--- config.mk ---
export PLATFORM = sky130hd
export DESIGN_NAME = sync_readout
export DESIGN_NICKNAME = d
export VERILOG_FILES = /design/src/rtl/rdo_pkg.sv /design/src/rtl/rdo_sync.sv /design/src/rtl/rdo_ctrl.sv /design/src/rtl/rdo_shifter.sv /design/src/rtl/sync_readout.sv
export SDC_FILE = /design/constraint.sdc
export NUM_CORES = 1
export LEC_CHECK = 0
export BUFFER_PORTS_ARGS = -buffer_cell sky130_fd_sc_hd__buf_2
export CAP_MARGIN = 15
export CORE_ASPECT_RATIO = 0.8
export CORE_MARGIN = 2
export CORE_UTILIZATION = 59
export CTS_BUF_LIST = sky130_fd_sc_hd__clkbuf_16
export DETAILED_ROUTE_END_ITERATION = 16
export PLACE_DENSITY = 0.81
export REMOVE_ABC_BUFFERS = 1
export SYNTH_ARGS = -nofsm -noshare
export SYNTH_HDL_FRONTEND = slang
export SYNTH_HIERARCHICAL = 1
export SYNTH_SLANG_ARGS = --single-unit
--- constraint.sdc ---
create_clock -name clk -period 2.7 [get_ports clk]
set_input_delay 0 -clock clk [delete_from_list [all_inputs] [get_ports clk]]
set_output_delay 0 -clock clk [all_outputs]
set_load 0.03 [all_outputs]
--- src/rtl/rdo_pkg.sv ---
package rdo_pkg;

    parameter int CODE_W_DEF = 69;
    parameter int PRE_LEN_DEF = 8;
    parameter int HDR_LEN_DEF = 4;

    typedef enum logic [2:0] {
        ST_IDLE,
        ST_ARMED,
        ST_ENTERED,
        ST_SHIFT,
        ST_DONE
    } rdo_state_e;

    typedef struct packed {
        logic s0;
        logic s1;
        logic s2;
        logic dat;
    } rdo_pins_t;

    function automatic logic btn_any(rdo_pins_t p);
        return p.s0 | p.s1;
    endfunction

    function automatic logic pre_bit(int k);
        return (k % 2) == 0;
    endfunction

endpackage

--- src/rtl/rdo_sync.sv ---
module rdo_sync
    import rdo_pkg::*;
(
    input  logic      clk,
    input  logic      rst,
    input  rdo_pins_t raw,
    output rdo_pins_t synced,
    output logic      s2_fall
);
    localparam int W = $bits(rdo_pins_t);

    logic [W-1:0] raw_v;
    logic [W-1:0] sync_v;
    logic         s2_prev;

    assign raw_v  = raw;
    assign synced = sync_v;

    generate
        for (genvar i = 0; i < W; i++) begin : g_bit
            logic m1, m2;
            always_ff @(posedge clk) begin
                if (rst) begin
                    m1 <= 1'b0;
                    m2 <= 1'b0;
                end else begin
                    m1 <= raw_v[i];
                    m2 <= m1;
                end
            end
            assign sync_v[i] = m2;
        end
    endgenerate

    always_ff @(posedge clk) begin
        if (rst) s2_prev <= 1'b0;
        else     s2_prev <= synced.s2;
    end

    assign s2_fall = s2_prev & ~synced.s2;

    // a falling edge is flagged for a single cycle only
    a_r10_fall_single: assert property (@(posedge clk) disable iff (rst)
        s2_fall |=> !s2_fall);

endmodule

--- src/rtl/rdo_ctrl.sv ---
module rdo_ctrl
    import rdo_pkg::*;
(
    input  logic      clk,
    input  logic      rst,
    input  rdo_pins_t synced,
    input  logic      s2_fall,
    input  logic      timeout,
    input  logic      frame_done,
    output logic      load,
    output logic      shift_en,
    output logic      oe
);
    rdo_state_e state, state_nx;

    always_comb begin
        state_nx = state;
        load     = 1'b0;
        unique case (state)
            ST_IDLE:
                if (synced.s2 && !synced.dat && !btn_any(synced))
                    state_nx = ST_ARMED;
            ST_ARMED:
                if (!synced.s2)
                    state_nx = ST_IDLE;
                else if (synced.dat && btn_any(synced))
                    state_nx = ST_ENTERED;
            ST_ENTERED:
                if (!synced.s2 && !synced.dat) begin
                    state_nx = ST_SHIFT;
                    load     = !timeout;
                end
            ST_SHIFT:
                if (s2_fall && frame_done)
                    state_nx = ST_DONE;
            ST_DONE:
                if (!btn_any(synced))
                    state_nx = ST_IDLE;
            default:
                state_nx = ST_IDLE;
        endcase
        if (timeout)
            state_nx = ST_IDLE;
    end

    always_ff @(posedge clk) begin
        if (rst) state <= ST_IDLE;
        else     state <= state_nx;
    end

    assign oe       = (state == ST_SHIFT) || (state == ST_DONE);
    assign shift_en = oe && s2_fall && !timeout;

    // dropping S2 while armed abandons entry
    a_r4_abort: assert property (@(posedge clk) disable iff (rst)
        (state == ST_ARMED && !synced.s2) |=> state == ST_IDLE);

    // a timeout always returns to idle
    a_r9_timeout_idle: assert property (@(posedge clk) disable iff (rst)
        timeout |=> state == ST_IDLE);

    // pin is not taken while the host still drives data high
    a_r3_wait_release: assert property (@(posedge clk) disable iff (rst)
        (state == ST_ENTERED && synced.dat) |=> !oe);

    // arming needs buttons low when S2 is high
    a_r11_arm_order: assert property (@(posedge clk) disable iff (rst)
        (state == ST_IDLE && btn_any(synced)) |=> state != ST_ARMED);

endmodule

--- src/rtl/rdo_shifter.sv ---
module rdo_shifter #(
    parameter int CODE_W  = rdo_pkg::CODE_W_DEF,
    parameter int PRE_LEN = rdo_pkg::PRE_LEN_DEF,
    parameter int HDR_LEN = rdo_pkg::HDR_LEN_DEF
) (
    input  logic              clk,
    input  logic              rst,
    input  logic              load,
    input  logic              shift_en,
    input  logic [CODE_W-1:0] code_word,
    output logic              dout,
    output logic              done
);
    localparam int TOTAL = CODE_W + PRE_LEN + HDR_LEN;
    localparam int CW    = $clog2(TOTAL + 1);
    localparam logic [CW-1:0] LAST = CW'(TOTAL);

    logic [TOTAL-1:0] frame;
    logic [TOTAL-1:0] sreg;
    logic [CW-1:0]    cnt;

    generate
        for (genvar k = 0; k < PRE_LEN; k++) begin : g_pre
            assign frame[k] = rdo_pkg::pre_bit(k);
        end
        for (genvar k = 0; k < HDR_LEN; k++) begin : g_hdr
            assign frame[PRE_LEN + k] = 1'b0;
        end
        for (genvar j = 0; j < CODE_W; j++) begin : g_dat
            assign frame[PRE_LEN + HDR_LEN + j] = code_word[j];
        end
    endgenerate

    assign done = (cnt == LAST);

    always_ff @(posedge clk) begin
        if (rst) begin
            sreg <= '0;
            cnt  <= '0;
            dout <= 1'b0;
        end else if (load) begin
            sreg <= frame;
            cnt  <= '0;
            dout <= 1'b0;
        end else if (shift_en) begin
            if (!done) begin
                dout <= sreg[0];
                sreg <= sreg >> 1;
                cnt  <= cnt + 1'b1;
            end else begin
                dout <= 1'b0;
            end
        end
    end

    // the bit counter never runs past the frame length
    a_r7_cnt_bound: assert property (@(posedge clk) disable iff (rst)
        cnt <= LAST);

    // edges after the last bit present a low level
    a_r8_tail_low: assert property (@(posedge clk) disable iff (rst)
        (shift_en && done) |=> !dout);

    // output only moves on a shift or load
    a_r10_hold: assert property (@(posedge clk) disable iff (rst)
        (!shift_en && !load) |=> $stable(dout));

endmodule

--- src/rtl/sync_readout.sv ---
module sync_readout #(
    parameter int CODE_W  = rdo_pkg::CODE_W_DEF,
    parameter int PRE_LEN = rdo_pkg::PRE_LEN_DEF,
    parameter int HDR_LEN = rdo_pkg::HDR_LEN_DEF
) (
    input  logic              clk,
    input  logic              rst,
    input  logic              pin_s0,
    input  logic              pin_s1,
    input  logic              pin_s2,
    input  logic              pin_data_in,
    input  logic              timeout,
    input  logic [CODE_W-1:0] code_word,
    output logic              data_out,
    output logic              data_oe
);
    import rdo_pkg::*;

    rdo_pins_t raw, synced;
    logic      s2_fall, load, shift_en, frame_done;

    always_comb begin
        raw.s0  = pin_s0;
        raw.s1  = pin_s1;
        raw.s2  = pin_s2;
        raw.dat = pin_data_in;
    end

    rdo_sync u_sync (
        .clk     (clk),
        .rst     (rst),
        .raw     (raw),
        .synced  (synced),
        .s2_fall (s2_fall)
    );

    rdo_ctrl u_ctrl (
        .clk        (clk),
        .rst        (rst),
        .synced     (synced),
        .s2_fall    (s2_fall),
        .timeout    (timeout),
        .frame_done (frame_done),
        .load       (load),
        .shift_en   (shift_en),
        .oe         (data_oe)
    );

    rdo_shifter #(
        .CODE_W  (CODE_W),
        .PRE_LEN (PRE_LEN),
        .HDR_LEN (HDR_LEN)
    ) u_shift (
        .clk       (clk),
        .rst       (rst),
        .load      (load),
        .shift_en  (shift_en),
        .code_word (code_word),
        .dout      (data_out),
        .done      (frame_done)
    );

    // the pin is only taken after the host released S2 and data
    a_r3_take_after_release: assert property (@(posedge clk) disable iff (rst)
        $rose(data_oe) |-> $past(!synced.s2 && !synced.dat));

    // timeout releases the pin on the following cycle
    a_r9_release: assert property (@(posedge clk) disable iff (rst)
        timeout |=> !data_oe);

endmodule

==> impl_metrics.tcl, run 1 <==
set metrics [dict create \
    status "complete, but fails checks" \
    violations "hold timing" \
    maxSlewHeadroom_pct 40.9 \
    die-area_um2 11100 \
    required_ns 2.97 \
    r2r_slack_ns 0.42 \
    grt_pass1_wl_mm 25.6 \
    grt_setup_unrepaired "no" \
    htree_levels 3 \
    syn2layout_area_growth_pct 20.7 \
    vias_per_cell 5.98 \
    drive_above_1_share_pct 15.2 \
    leakage_nw 2.91 \
    cp-end-kind "register" \
    vias 5901 \
    drc 0 \
    synth_warnings 6 \
    num_rows 33 \
    peakVddDrop_mv 0.322 \
    cts_tree "built" \
    tightest_slew_ns 0.883 \
    drv_cap 0 \
    finalCriticalPeriod_ns 2.28 \
    max_freq_mhz 438 \
    fin_tns_setup_ns 0 \
    grtUsageMet2_pct 46.8 \
    first_global_vias 5625 \
    synth_edf_count 0 \
    track_usage_pct 28.1 \
    cts_setup_buffers 0 \
    drtIter0Drc 538 \
    clock-sinks 101 \
    hold_class "in -> reg" \
    drv_slew 0 \
    final_cell_mix "dfxtp_1 (100), nand2_1 (91), buf_2 (77)" \
    seq_area_frac_synth_pct 33.4 \
    fp.dieH_um 94.6 \
    ys.flop_type "dfxtp_1" \
    instances_no_fill 987 \
    synth_seq_cells 101 \
    worst_slack_ns 0.418 \
    fin_skew_ns 0.00998 \
    cts.path.max_buffers 2 \
    post-route-util_pct 72.2 \
    first_pass_iters 5 \
    cts.clk_slew.worst_paths_ns 0.07 \
    final_common_cell "dfxtp_1" \
    dp_cells 918 \
    place_congestion 0.793 \
    busiest_layer "met2" \
    wl_per_cell_um 15.6 \
    cts_buffers 9 \
    die_w_um 117 \
    whs_ns -0.00485 \
    grt_max_degree 65 \
    fin_crit_sh_pct 84.5 \
    overflow 0 \
    start_util_pct 59.8 \
    cp_max_fo 34 \
    netlist_instances 768 \
    grt_util_met1_pct 36.7 \
    setup.worst_path.class "reg -> reg" \
    hold_violations 1 \
    cts_resized 0 \
    insertion_delay_ns 0.35 \
    antenna_cells 0 \
    use_met3_pct 5.07 \
    synth_area_um2 6050 \
    start_kind "register" \
    portBuffers 77 \
    power_density_nw_per_um2 408 \
    final_nets 920 \
    root_buffer "clkbuf_16" \
    antenna_found_initial 0 \
    syn_area_per_cell_um2 7.88 \
    ios 78 \
    cts_hold_buf 53 \
    crit_arrival_ns 2.55 \
    wl_mm 15.4 \
    coreArea_um2 10100 \
    postSynth.asyncResetShare_pct 0 \
    dp_slack_ns 0.483 \
    ant_nets 0 \
    ys_types 46 \
    hpwlAfterDp_mm 8.79 \
    setup_violations 0 \
]
-- report_power, final --
part | switching (mW) | leakage, nW | internal, mW
clock | 0.591 | 0.143 | 0.722
combinational | 0.0572 | 1.95 | 0.109
sequential | 0.00305 | 0.815 | 1.49
total | 0.651 | 2.91 | 2.33
-- cells in the mapped netlist (all sizes together) (2+ instances only) --
library cell / count / share of area [%]
a311o: 4 / 0.66
clkbuf: 48 / 3.0
o211ai: 2 / 0.25
buf: 37 / 3.7
mux2i: 9 / 1.5
inv: 71 / 4.4
and4bb: 2 / 0.41
nor2b: 13 / 1.4
o311a: 68 / 11
a211oi: 5 / 0.70
nand2b: 70 / 7.2
xor2: 2 / 0.29
ha: 2 / 0.41
or3: 4 / 0.41
a21oi: 73 / 6.0
nand2: 91 / 5.6
nor3b: 2 / 0.25
nand3b: 68 / 8.4
o21ai: 4 / 0.39
o22ai: 68 / 7.0
nor4b: 2 / 0.39
nand4: 2 / 0.21
dfxtp: 101 / 33
and3b: 2 / 0.31
nor2: 4 / 0.25
or2: 3 / 0.31
-- metal layers --
metal  routed length [um]  share of wire [%]
met5                    0                  0
met3                  764                5.0
met4                  267                1.7
met1                 6800                 44
met2                 7560                 49
-- worst paths after layout --
check,startpoint,endpoint,cells after the start
hold reg to reg,u_sync/g_bit[3].m1,u_sync/g_bit[3].m2,1
setup / recovery,u_ctrl/state[2],u_shift/cnt[5],6
setup reg to reg,u_ctrl/state[2],u_shift/cnt[5],6
hold / removal,code_word[36],u_shift/sreg[48],3
-- state kept, by name, indices dropped and copies added, names as in the netlist --
signal / count
u_shift/dout: 1
u_sync/g_bit.m2: 4
u_sync/g_bit.m1: 4
u_shift/cnt: 7
u_shift/sreg: 81
u_ctrl/state: 3
u_sync/s2_prev: 1
-- worst max-delay path, stage by stage (launching register included) --
cell	delay [ns]
dfxtp_1	0.38
nor3b_1	0.28
or2_2	0.19
and3b_4	0.51
nand4_1	0.28
or3_1	0.41
a21oi_1	0.15
-- final cells by class --
cell class,count,area (um2)
timing repair buffer,148,1150
multi-input combinational,511,3390
sequential,101,2020
fill,772,2810
clock buffer,9,225
inverter,71,267
clock inverter,7,75.1
tap,140,175
-- metrics by stage --
stage / hold WS [ns] / power, mW / cell area [um2]
after floorplan: 0.0646 / 1.57 / 5640
after global placement: 0.206 / 1.63 / 6470
after detailed placement: 0.210 / 1.64 / 6470
after CTS: 0.000573 / 3.00 / 7300
after global routing: 0.00545 / 3.08 / 7300
final: -0.00485 / 2.98 / 7300
-- cells by family (layout without fill, tap and decap cells) --
family	after synthesis	count (layout)	synth area share, %
compound gates	231	231	27.5
xor+xnor	2	2	0.290
fa+ha+maj	2	2	0.414
buf+inv	156	235	11.1
flops	101	101	33.4
mux	9	9	1.49
simple gates	267	267	25.8
No activity file was read; power rests on OpenSTA's default activity.
==> run 2: changes to the inputs <==
--- a/config.mk
+++ b/config.mk
@@ -9,10 +9,10 @@
 export CAP_MARGIN = 15
 export CORE_ASPECT_RATIO = 0.8
 export CORE_MARGIN = 2
-export CORE_UTILIZATION = 59
+export CORE_UTILIZATION = 53
 export CTS_BUF_LIST = sky130_fd_sc_hd__clkbuf_16
 export DETAILED_ROUTE_END_ITERATION = 16
-export PLACE_DENSITY = 0.81
+export PLACE_DENSITY = 0.77
 export REMOVE_ABC_BUFFERS = 1
 export SYNTH_ARGS = -nofsm -noshare
 export SYNTH_HDL_FRONTEND = slang
==> constraint.sdc (replaced) <==
create_clock -name clk -period 2 [get_ports clk]
set_input_delay 0 -clock clk [delete_from_list [all_inputs] [get_ports clk]]
set_output_delay 0 -clock clk [all_outputs]
set_load 0.03 [all_outputs]
==> impl_metrics.tcl, run 2 (same netlist as run 1, synthesis figures left out) <==
set metrics [dict create \
    status "completed" \
    hold_class "in -> reg" \
    top_register "u_shift/sreg" \
    start_util_pct 55.1 \
    ff2ff_path_depth 6 \
    finalCriticalPeriod_ns 1.93 \
    power_density_nw_per_um2 535 \
    maxSlewHeadroom_pct 58.7 \
    vias_per_cell 5.99 \
    insertion_delay_ns 0.35 \
    max_stage_delay_ns 0.36 \
    power_mw 3.96 \
    fillers 885 \
    drv_cap 0 \
    regArea_um2 2030 \
    grt_setup_unrepaired "no" \
    grt_pass1_wl_mm 26.2 \
    final_nets 924 \
    timing.rr.start "u_ctrl/state[2]" \
    portBuffers 77 \
    required_ns 2.23 \
    cts.path.max_buffers 2 \
    fp.dieH_um 99.6 \
    grtUsageMet2_pct 41.5 \
    root_buffer "clkbuf_16" \
    ant_nets 0 \
    grt_util_met1_pct 35.5 \
    wl_per_cell_um 16.0 \
    cts_buffers 9 \
    fin_tns_setup_ns 0 \
    drc 0 \
    leakage_nw 2.97 \
    cts.clk_slew.worst_paths_ns 0.08 \
    dp_slack_ns -0.0827 \
    coreArea_um2 11000 \
    multiInputGateArea_um2 3410 \
    worst_slack_ns 0.0663 \
    crit_family "simple AND/OR/NAND/NOR gates" \
    peakVddDrop_mv 0.363 \
    hp-start "code_word[3]" \
    fin_crit_sh_pct 96.7 \
    vias 5961 \
    drive_above_1_share_pct 16.8 \
    antenna_cells 0 \
    setup_violations 0 \
    cts_tree "built" \
    overflow 0 \
    cp-end-kind "register" \
    crit_chain "and3b_2 -> or2_2 -> and3b_4 -> buf_12 -> o22ai_1 -> o311a_1" \
    die-area_um2 12300 \
    place_congestion 0.841 \
    start_kind "register" \
    startpoint "u_ctrl/state[2]" \
    first_global_vias 5553 \
    final_common_cell "dfxtp_1" \
    syn2layout_area_growth_pct 22.5 \
    cts_setup_buffers 0 \
    final_cell_mix "dfxtp_1 (97), nand2_1 (91), buf_2 (77)" \
    antenna_found_initial 0 \
    cp_max_fo 31 \
    htree_levels 3 \
    max_freq_mhz 517 \
    grt_max_degree 60 \
    drv_slew 0 \
    cp_num_buf_inv 1 \
    wl_mm 15.9 \
    tightest_slew_ns 0.619 \
    busiest_layer "met2" \
    hpwlAfterDp_mm 9.27 \
    num_rows 34 \
    largestRegisters "u_shift/sreg (81), u_shift/cnt (7)" \
    use_met3_pct 3.61 \
    crit_arrival_ns 2.17 \
    die_w_um 123 \
    drtIter0Drc 731 \
    ios 78 \
    track_usage_pct 25.8 \
    largest_reg_flops 81 \
    setup.worst_path.class "reg -> reg" \
    fin_skew_ns 0.0110 \
    crit_slowest_cell "o311a_1" \
    holdPathStages 3 \
    first_pass_iters 5 \
    cp_num_cells 6 \
    clock-sinks 101 \
    hold_violations 0 \
]
## run 2: cell count changes in the layout (fill, tap and decap cells not counted), moves of 2 or more
cell	previous run	this run
dlygate4sd3_1	53	47
buf_12	8	13
dfxtp_1	100	97
dfxtp_2	1	4
and3b_1	0	2
buf_4	10	12
inv_8	0	2
## run 2: layout make-up
cell class              count  share of cell area [%]
multi-input cells         513                    46.1
clock buffers               9                    3.04
inverters                  71                    3.60
flip-flops and latches    101                    27.4
clock inverters             7                   0.878
repair buffers            150                    16.6
well taps                 144                    2.43
## run 2: per-stage QoR
| stage | utilization [%] | instance area [um2] | instances | hold WS [ns] |
|---|---|---|---|---|
| 4_1_cts | 67.2 | 7370 | 994 | 0.000368 |
| 5_1_grt | 67.5 | 7410 | 995 | 0.00903 |
| 3_3_place_gp | 60.1 | 6590 | 929 | 0.209 |
| 6_report | 67.5 | 7410 | 995 | 0.00763 |
| 2_1_floorplan | - | 5640 | 683 | 0.0646 |
| 3_5_place_dp | 60.1 | 6590 | 929 | 0.216 |
## run 2: what timing repair did
item                       in CTS  in global routing
hold buffers                   47                  0
hold endpoints to repair       49                  0
setup endpoints to repair      53                 64
gates resized for setup         1                  4
gates cloned                    2                  1
## run 2: worst paths after layout
kind | slack, ns | end
min reg2reg | 0.44 | u_sync/g_bit[1].m2
min | 0.008 | u_shift/sreg[15]
max | 0.07 | u_shift/sreg[75]
max reg2reg | 0.07 | u_shift/sreg[75]
## run 2: worst register-to-register path, delay by kind of cell (launching register included)
family                 cells  cell delay, ns
AND/OR/NAND/NOR            3            0.76
buffers and inverters      1            0.22
AO/OA/AOI/OAI              2            0.49
flip-flops                 1            0.34
## run 2: routing by layer
| layer | vias up | part of all wire [%] |
|---|---|---|
| met4 | 0 | 2.1 |
| met1 | 2809 | 45 |
| met5 | - | 0 |
| met3 | 37 | 5.3 |
| met2 | 218 | 47 |
| li1 | 2897 | - |
## run 2: power breakdown
group	internal [mW]	leakage, nW	switching [mW]
Clock	0.876	0.140	0.844
Sequential	2.02	0.817	0.00418
Combinational	0.143	2.01	0.0790
Total	3.04	2.97	0.927
==> run 3: changes to the inputs <==
--- a/config.mk
+++ b/config.mk
@@ -9,10 +9,11 @@
 export CAP_MARGIN = 15
 export CORE_ASPECT_RATIO = 0.8
 export CORE_MARGIN = 2
-export CORE_UTILIZATION = 53
+export CORE_UTILIZATION = 59
 export CTS_BUF_LIST = sky130_fd_sc_hd__clkbuf_16
 export DETAILED_ROUTE_END_ITERATION = 16
-export PLACE_DENSITY = 0.77
+export PLACE_DENSITY = 0.81
+export RECOVER_POWER = 100
 export REMOVE_ABC_BUFFERS = 1
 export SYNTH_ARGS = -nofsm -noshare
 export SYNTH_HDL_FRONTEND = slang
==> constraint.sdc (replaced) <==
create_clock -name clk -period 1.98 [get_ports clk]
set_input_delay 0 -clock clk [delete_from_list [all_inputs] [get_ports clk]]
set_output_delay 0 -clock clk [all_outputs]
set_load 0.03 [all_outputs]
==> impl_metrics.tcl, run 3 (same netlist as run 1, synthesis figures left out) <==
set metrics [dict create \
    coreArea_um2 10100 \
    root_buffer "clkbuf_16" \
    portBuffers 77 \
    start_util_pct 59.8 \
    cts.path.max_buffers 2 \
    p_sw_mw 0.878 \
    status "completed" \
    ant_nets 0 \
    timing.rr.start "u_ctrl/state[0]" \
    die-area_um2 11100 \
    final_cell_mix "dfxtp_1 (97), nand2_1 (91), buf_2 (76)" \
    top_register "u_shift/sreg" \
    setup.worst_path.class "reg -> reg" \
    cts_buffers 9 \
    p_clk_share_pct 41.7 \
    wl_per_cell_um 16.0 \
    crit_arrival_ns 2.19 \
    leakage_nw 2.98 \
    final_nets 936 \
    max_stage_delay_ns 0.36 \
    place_congestion 0.794 \
    cp_num_buf_inv 1 \
    cts.clk_slew.worst_paths_ns 0.07 \
    sequentialPowerShare_pct 52.2 \
    drtIter0Drc 588 \
    vias 6032 \
    setup_violations 0 \
    fin_crit_sh_pct 98.6 \
    hold_violations 0 \
    finalCriticalPeriod_ns 1.95 \
    grt_setup_unrepaired "yes" \
    fin_skew_ns 0.00540 \
    maxSlewHeadroom_pct 57.4 \
    fp.dieH_um 94.6 \
    syn2layout_area_growth_pct 23.0 \
    cp-end-kind "register" \
    vias_per_cell 6.01 \
    fin_tns_setup_ns 0 \
    max_freq_mhz 512 \
    tightest_slew_ns 0.638 \
    startpoint "u_ctrl/state[0]" \
    fillers 752 \
    peakVddDrop_mv 0.550 \
    hpwlAfterDp_mm 8.89 \
    wl_mm 16.0 \
    final_common_cell "dfxtp_1" \
    track_usage_pct 29.5 \
    grt_max_degree 73 \
    ios 78 \
    first_global_vias 5905 \
    rr_endpoint "u_shift/sreg[29]" \
    first_pass_iters 5 \
    post-route-util_pct 73.5 \
    insertion_delay_ns 0.35 \
    power_density_nw_per_um2 526 \
    cts_tree "built" \
    combPwrFrac_pct 6.1 \
    largestRegisters "u_shift/sreg (81), u_shift/cnt (7)" \
    required_ns 2.22 \
    overflow 0 \
    num_rows 33 \
    grt_pass1_wl_mm 26.5 \
    r2r_slack_ns 0.03 \
    largest_reg_flops 81 \
    antenna_found_initial 0 \
    p_int_mw 3.03 \
    cp_max_fo 41 \
    drv_slew 0 \
    drv_cap 0 \
    drive_above_1_share_pct 16.3 \
    regArea_um2 2030 \
    die_w_um 117 \
    ff2ff_path_depth 6 \
    crit_chain "nor3b_2 -> or2_2 -> and3b_4 -> buf_12 -> o22ai_1 -> o311a_1" \
    htree_levels 3 \
    hold_class "in -> reg" \
    multiInputGateArea_um2 3390 \
    drc 0 \
    p_sw_share_pct 22.4 \
    cp_num_cells 6 \
    crit_slowest_cell "dfxtp_4" \
    crit_family "simple AND/OR/NAND/NOR gates" \
    start_kind "register" \
    cp-endpoint "u_shift/sreg[29]" \
    antenna_cells 0 \
    clock-sinks 101 \
]
==> run 3: worst reg2reg max path, cell delays in order, from the launching register on <==
cell	delay [ns]
dfxtp_4	0.36
nor3b_2	0.22
or2_2	0.19
and3b_4	0.34
buf_12	0.24
o22ai_1	0.13
o311a_1	0.36
==> run 3: what timing repair did <==
item / CTS / global route
gates resized for setup: 1 / 9
gates cloned: 1 / 1
hold endpoints to repair: 59 / 0
endpoints found under the setup margin: 65 / 71
buffers inserted: 1 / 0
hold buffers: 57 / 0
==> run 3: layout make-up <==
cell class                 count  area share [%]
multi-input combinational    512            45.6
timing repair buffer         163            17.5
tap                          140            2.36
inverter                      71            3.58
sequential                   101            27.3
clock buffer                   9            3.03
clock inverter                 7           0.572
==> run 3: per-layer routing <==
layer	global-route usage (%)	part of all wire, %	up-vias
met5	0	0	-
met4	9.31	1.6	0
met3	6.10	4.9	26
met2	51.3	50	206
met1	36.6	44	2888
li1	-	-	2912
==> run 3: worst min path at each step <==
stage | startpoint | endpoint | slack, ns | cells past startpoint
2_1_floorplan | rst | u_ctrl/state[0] | 0.06 | 1
3_3_place_gp | code_word[68] | u_shift/sreg[80] | 0.20 | 3
3_5_place_dp | code_word[68] | u_shift/sreg[80] | 0.21 | 3
4_1_cts | code_word[23] | u_shift/sreg[35] | 0.00002 | 3
5_1_grt | code_word[63] | u_shift/sreg[75] | 0.003 | 3
6_report | code_word[24] | u_shift/sreg[36] | 0.002 | 3
==> run 3: metrics by stage <==
step	cells	area (um2)	setup slack (ns)	total power, mW	hold slack [ns]
finish	1003	7440	0.0268	3.91	0.00158
CTS	1002	7400	0.0248	3.94	0.0000219
floorplan	683	5640	-8.64	2.14	0.0646
detailed placement	927	6540	0.00671	2.24	0.211
global route	1003	7440	-0.00374	4.05	0.00347
global placement	927	6540	0.106	2.23	0.203
==> run 3: power groups by stage <==
stage | registers (mW) | clock network, mW | logic, mW
floorplan | 2.09 | 0 | 0.0510
global placement | 2.09 | 0 | 0.145
detailed placement | 2.09 | 0 | 0.148
CTS | 2.04 | 1.66 | 0.235
global route | 2.04 | 1.75 | 0.258
finish | 2.04 | 1.63 | 0.240
